==> config.mk <==
export PLATFORM = sky130hd
export DESIGN_NAME = pwrseq_ctrl
export DESIGN_NICKNAME = d
export VERILOG_FILES = /design/src/rtl/pwrseq_pkg.sv /design/src/rtl/pwrseq_wake.sv /design/src/rtl/pwrseq_tmr.sv /design/src/rtl/pwrseq_warm.sv /design/src/rtl/pwrseq_ctrl.sv
export SDC_FILE = /design/constraint.sdc
export NUM_CORES = 1
export LEC_CHECK = 0
export BUFFER_PORTS_ARGS = -buffer_cell sky130_fd_sc_hd__buf_2
export CAP_MARGIN = 20
export CORE_UTILIZATION = 62
export CTS_CLUSTER_DIAMETER = 60
export DETAILED_ROUTE_END_ITERATION = 10
export GPL_ROUTABILITY_DRIVEN = 0
export HOLD_SLACK_MARGIN = 0.02
export PLACE_DENSITY = 0.88
export REMOVE_ABC_BUFFERS = 1
export SETUP_SLACK_MARGIN = 0.1
export SLEW_MARGIN = 20
export SYNTH_ARGS = -nofsm -noshare
export SYNTH_HDL_FRONTEND = slang
export SYNTH_SLANG_ARGS = --single-unit
==> constraint.sdc <==
create_clock -name clk_slp -period 6.03 [get_ports clk_slp]
set_input_delay 0.9045 -clock clk_slp [delete_from_list [all_inputs] [get_ports clk_slp]]
set_output_delay 0.9045 -clock clk_slp [all_outputs]
set_load 0.02 [all_outputs]
==> src/rtl/pwrseq_pkg.sv <==
package pwrseq_pkg;

   typedef enum logic [2:0] {
      ST_OFF,
      ST_SETTLE,
      ST_IO,
      ST_CORE,
      ST_PLL,
      ST_HOLD,
      ST_RUN,
      ST_FAULT
   } pseq_state_e;

   function automatic int unsigned bits_for(input int unsigned v);
      return (v < 2) ? 1 : $clog2(v + 1);
   endfunction

endpackage

==> src/rtl/pwrseq_wake.sv <==
module pwrseq_wake #(
   parameter int unsigned NSRC        = 4,
   parameter int unsigned KEY_SAMPLES = 3
) (
   input  logic            clk,
   input  logic            rst_n,
   input  logic [NSRC-1:0] raw_i,
   output logic            evt_o
);
   localparam int unsigned KW = pwrseq_pkg::bits_for(KEY_SAMPLES);
   localparam logic [KW-1:0] KEY_FULL = KW'(KEY_SAMPLES);

   logic [NSRC-1:0] qual;
   logic [NSRC-1:0] qual_q;

   for (genvar i = 0; i < NSRC; i++) begin : g_src
      logic s1_q, s2_q;
      always_ff @(posedge clk or negedge rst_n) begin
         if (!rst_n) begin
            s1_q <= 1'b0;
            s2_q <= 1'b0;
         end else begin
            s1_q <= raw_i[i];
            s2_q <= s1_q;
         end
      end

      if (i == 0) begin : g_deb
         logic [KW-1:0] run_q;
         always_ff @(posedge clk or negedge rst_n) begin
            if (!rst_n)                run_q <= '0;
            else if (!s2_q)            run_q <= '0;
            else if (run_q != KEY_FULL) run_q <= run_q + 1'b1;
         end
         assign qual[i] = (run_q == KEY_FULL);
      end else begin : g_plain
         assign qual[i] = s2_q;
      end
   end

   always_ff @(posedge clk or negedge rst_n) begin
      if (!rst_n) qual_q <= '0;
      else        qual_q <= qual;
   end

   assign evt_o = |(qual & ~qual_q);

endmodule

==> src/rtl/pwrseq_tmr.sv <==
module pwrseq_tmr #(
   parameter int unsigned W = 10
) (
   input  logic         clk,
   input  logic         rst_n,
   input  logic         clr_i,
   output logic [W-1:0] cnt_o
);
   always_ff @(posedge clk or negedge rst_n) begin
      if (!rst_n)      cnt_o <= '0;
      else if (clr_i)  cnt_o <= '0;
      else if (!(&cnt_o)) cnt_o <= cnt_o + 1'b1;
   end
endmodule

==> src/rtl/pwrseq_warm.sv <==
module pwrseq_warm #(
   parameter int unsigned STAGES = 5
) (
   input  logic clk,
   input  logic rst_n,
   input  logic start_i,
   output logic done_o
);
   logic [STAGES-1:0] sr_q;

   if (STAGES == 1) begin : g_one
      always_ff @(posedge clk or negedge rst_n) begin
         if (!rst_n) sr_q <= '0;
         else        sr_q <= start_i;
      end
   end else begin : g_many
      always_ff @(posedge clk or negedge rst_n) begin
         if (!rst_n)        sr_q <= '0;
         else if (!start_i) sr_q <= '0;
         else               sr_q <= {sr_q[STAGES-2:0], 1'b1};
      end
   end

   assign done_o = sr_q[STAGES-1] & start_i;
endmodule

==> src/rtl/pwrseq_ctrl.sv <==
module pwrseq_ctrl #(
   parameter int unsigned APE_DLY     = 22,
   parameter int unsigned PG_DLY      = 524,
   parameter int unsigned RDY_TMO     = 255,
   parameter int unsigned WARM_CYC    = 5,
   parameter int unsigned KEY_SAMPLES = 3
) (
   input  logic clk_slp,
   input  logic rst_n,
   input  logic wake_key_i,
   input  logic wake_chg_i,
   input  logic wake_rtc_i,
   input  logic wake_bus_i,
   input  logic sw_keep_alive_i,
   input  logic wdog_expire_i,
   input  logic io_rdy_i,
   input  logic core_rdy_i,
   input  logic pll_rdy_i,
   output logic main_rel_o,
   output logic io_en_o,
   output logic core_en_o,
   output logic pll_en_o,
   output logic sclk_fwd_o,
   output logic pwr_ok_o,
   output logic proc_rel_o,
   output logic warm_done_o,
   output logic fault_o
);
   import pwrseq_pkg::*;

   localparam int unsigned MAXI = (PG_DLY > APE_DLY) ?
                                  ((PG_DLY > RDY_TMO) ? PG_DLY : RDY_TMO) :
                                  ((APE_DLY > RDY_TMO) ? APE_DLY : RDY_TMO);
   localparam int unsigned CW = bits_for(MAXI);
   localparam logic [CW-1:0] APE_LAST = CW'(APE_DLY - 1);
   localparam logic [CW-1:0] PG_LAST  = CW'(PG_DLY - 1);
   localparam logic [CW-1:0] TMO_LAST = CW'(RDY_TMO - 1);

   if (APE_DLY < 1 || PG_DLY < 1 || RDY_TMO < 1) begin : g_bad_dly
      $error("pwrseq_ctrl: interval parameters must be at least 1");
   end
   if (WARM_CYC < 1 || KEY_SAMPLES < 1) begin : g_bad_stage
      $error("pwrseq_ctrl: WARM_CYC and KEY_SAMPLES must be at least 1");
   end

   pseq_state_e st_q, st_d;
   logic        wake_evt;
   logic [CW-1:0] cnt;
   logic        powered;

   pwrseq_wake #(.NSRC(4), .KEY_SAMPLES(KEY_SAMPLES)) u_wake (
      .clk   (clk_slp),
      .rst_n (rst_n),
      .raw_i ({wake_bus_i, wake_rtc_i, wake_chg_i, wake_key_i}),
      .evt_o (wake_evt)
   );

   pwrseq_tmr #(.W(CW)) u_tmr (
      .clk   (clk_slp),
      .rst_n (rst_n),
      .clr_i (st_d != st_q),
      .cnt_o (cnt)
   );

   assign powered = (st_q != ST_OFF) && (st_q != ST_FAULT);

   always_comb begin
      st_d = st_q;
      if (powered && wdog_expire_i) begin
         st_d = ST_OFF;
      end else begin
         unique case (st_q)
            ST_OFF, ST_FAULT: if (wake_evt) st_d = ST_SETTLE;
            ST_SETTLE: if (cnt == APE_LAST) st_d = ST_IO;
            ST_IO: begin
               if (io_rdy_i)              st_d = ST_CORE;
               else if (cnt == TMO_LAST)  st_d = ST_FAULT;
            end
            ST_CORE: begin
               if (core_rdy_i)            st_d = ST_PLL;
               else if (cnt == TMO_LAST)  st_d = ST_FAULT;
            end
            ST_PLL: begin
               if (pll_rdy_i)             st_d = ST_HOLD;
               else if (cnt == TMO_LAST)  st_d = ST_FAULT;
            end
            ST_HOLD: if (cnt == PG_LAST) st_d = ST_RUN;
            ST_RUN:  if (!sw_keep_alive_i) st_d = ST_OFF;
            default: st_d = ST_OFF;
         endcase
      end
   end

   always_ff @(posedge clk_slp or negedge rst_n) begin
      if (!rst_n) st_q <= ST_OFF;
      else        st_q <= st_d;
   end

   assign main_rel_o = powered;
   assign io_en_o    = (st_q == ST_IO)   || (st_q == ST_CORE) || (st_q == ST_PLL) ||
                       (st_q == ST_HOLD) || (st_q == ST_RUN);
   assign core_en_o  = (st_q == ST_CORE) || (st_q == ST_PLL) ||
                       (st_q == ST_HOLD) || (st_q == ST_RUN);
   assign sclk_fwd_o = core_en_o;
   assign pll_en_o   = (st_q == ST_PLL) || (st_q == ST_HOLD) || (st_q == ST_RUN);
   assign pwr_ok_o   = (st_q == ST_HOLD) || (st_q == ST_RUN);
   assign proc_rel_o = (st_q == ST_RUN);
   assign fault_o    = (st_q == ST_FAULT);

   pwrseq_warm #(.STAGES(WARM_CYC)) u_warm (
      .clk     (clk_slp),
      .rst_n   (rst_n),
      .start_i (proc_rel_o),
      .done_o  (warm_done_o)
   );

endmodule

==> flow_summary.json <==
{
  "status": "completed",
  "hold_class": "flip-flop to flip-flop",
  "arrival_ns": 1.89,
  "clock_latency_ns": 0.33,
  "first_pass_iters": 4,
  "layout_common_cells": "32 x dfrtp_1, 19 x buf_2, 15 x nor2_1",
  "grt_pass1_wl_mm": 5.56,
  "rsz0062_at_grt": "no",
  "root_buffer": "clkbuf_4",
  "worstSetupPathType": "flip-flop to primary output",
  "r2r_start": "st_q[2]",
  "drt-initial-drc-count": 90,
  "yosys_warnings": 0,
  "drive_gt1_frac": 0.272,
  "wl_mm": 3.12,
  "n_antenna_cell": 0,
  "port_buffers": 19,
  "critPathSlowestCell": "dfrtp_1",
  "core-area_mm2": 0.00259,
  "tns_ns": 0,
  "synth_area_leader_cell": "dfrtp_1",
  "min_from": "u_wake.g_src[0].s1_q",
  "worstMarginPinSlew_ns": 0.664,
  "die_height_um": 55.4,
  "hold_buffers": 0,
  "ys_ff_latch": 32,
  "synthesis.area_mm2": 0.00177,
  "fin_skew_ns": 0.00433,
  "synth-edff-count": 0,
  "grtUsageTotal": 0.230,
  "critPathMaxStageDelay_ns": 0.70,
  "fin_util": 0.737,
  "start_util": 0.682,
  "p_total_uw": 775,
  "reg2reg_to": "u_tmr.cnt_o[6]",
  "end_kind": "primary output",
  "slew_headroom": 0.557,
  "clock-sinks": 32,
  "overflow": 0,
  "synthCells": 172,
  "required_ns": 5.13,
  "final_nets": 205,
  "grt_pass1_vias": 1275,
  "drtAntennaViolNets": 0,
  "path_max_fanout": 19,
  "vias": 1327,
  "synth_ff_type": "dfrtp_1",
  "r2r_slack_ns": 3.72,
  "ff_latch_area_um2": 801,
  "detail_route.wl_per_cell_um": 14.1,
  "cellPowerDensity_mw_per_mm2": 406,
  "die_w_um": 55.4,
  "rows": 18,
  "fmax_ghz": 0.358,
  "area_growth_pct": 8.08,
  "final_common_cell": "dfrtp_1",
  "ios": 20,
  "cp_top_family": "flip-flops",
  "antenna_found_initial": 0,
  "min_path_cells": 0,
  "period_share": 0.463,
  "post-dp-hpwl_mm": 2.27,
  "period_needed_ns": 2.79,
  "cts_buffers": 5,
  "peakVddDrop_mv": 0.430,
  "drv_cap": 0,
  "synth.area.top_cells": "dfrtp_1 45%, and2_1 3.2%, nor2_1 3.2%, nor2_2 3.2%, ha_1 2.8%",
  "hold_viol_final": 0,
  "cts.clk_slew.worst_paths_ns": 0.09,
  "postCtsResizedCells": 0,
  "drc": 0,
  "whs_endpoint": "u_wake.g_src[0].s2_q",
  "r2r_cells": 6,
  "avgSynthCellArea_um2": 10.3,
  "slew_viol_final": 0,
  "routed_via_density": 6.00,
  "cts_buffer_depth": 2,
  "cts_tree": "built",
  "cp_cell_sequence": "nand2_1, nor2_1, and2_1, buf_2",
  "synthDistinctLibCells": 53,
  "synth_top_area_share": 0.454,
  "synth_async_sr_flop_share": 1.00,
  "worst-path-buf-inv": 1,
  "final.fill_count": 191,
  "die-area_mm2": 0.00306,
  "cp-start-kind": "flip-flop",
  "multi_input_comb_area_um2": 868,
  "p_leak_nw": 0.838,
  "seq_area_frac_synth": 0.454,
  "post_cts_buffers": 0,
  "setup_viol": 0,
  "grt_max_degree": 33,
  "htreeDepth": 2
}
[power by group]
part           total, mW  switching, mW  internal, mW
clock              0.157         0.0706        0.0868
sequential         0.290         0.0531         0.237
combinational      0.328          0.198         0.129
total              0.775          0.322         0.453
[layer usage]
layer | up-vias | global-route usage | part of all wire
met4 | 0 | 0.0964 | 0.011
met3 | 7 | 0.0796 | 0.074
met1 | 634 | 0.289 | 0.43
met2 | 55 | 0.361 | 0.48
li1 | 631 | - | -
met5 | - | 0 | 0
[through the flow]
| stage | hold WS [ns] | cells | setup slack (ns) | area, µm² |
|---|---|---|---|---|
| after floorplan | 0.331 | 164 | 3.66 | 1700 |
| after global placement | 0.333 | 213 | 3.63 | 1830 |
| after detailed placement | 0.338 | 213 | 3.54 | 1830 |
| after CTS | 0.360 | 221 | 3.24 | 1910 |
| after global routing | 0.370 | 221 | 3.06 | 1910 |
| final | 0.357 | 221 | 3.24 | 1910 |
[synth_stat cells, types with 4 or more instances]
cell type	number
a21oi_1	5
and2_1	9
dfrtp_1	32
ha_1	4
inv_1	8
nand2_1	8
nand2b_1	4
nand3_1	7
nor2_1	15
nor2_2	9
nor2b_1	5
nor3_1	4
xnor2_1	4
xor2_1	5
[registers in the layout, summed over array words and instances, names as in the netlist]
name,count
u_tmr.cnt_o,10
u_warm.sr_q,5
u_wake.g_src.s1_q,4
u_wake.g_src.s2_q,4
u_wake.qual_q,4
st_q,3
u_wake.g_src.g_deb.run_q,2
[worst max path at each step]
stage	startpoint	to	slack (ns)	cells after the start
after global routing	st_q[2]	warm_done_o	3.06	4
after CTS	st_q[2]	warm_done_o	3.24	4
after floorplan	st_q[2]	warm_done_o	3.66	3
final	st_q[2]	warm_done_o	3.24	4
after detailed placement	io_rdy_i	u_tmr.cnt_o[6]	3.54	7
after global placement	io_rdy_i	u_tmr.cnt_o[2]	3.63	7
[area by class of cell]
cell class                 instances  share of cell area
multi-input combinational        124               0.455
clock buffer                       6              0.0216
clock inverter                     2              0.0184
timing repair buffer              19              0.0498
tap                               30              0.0197
sequential                        32               0.420
inverter                           8              0.0157
[kinds of logic after synthesis]
family,synth area share
and+or+nand+nor,0.266
DFF,0.454
AOI/OAI and AO/OA,0.140
buffers and inverters,0.0546
xor gates and xnor gates,0.0446
adders and majority gates,0.0283
muxes,0.0120
(Power assumes the default switching activity.)
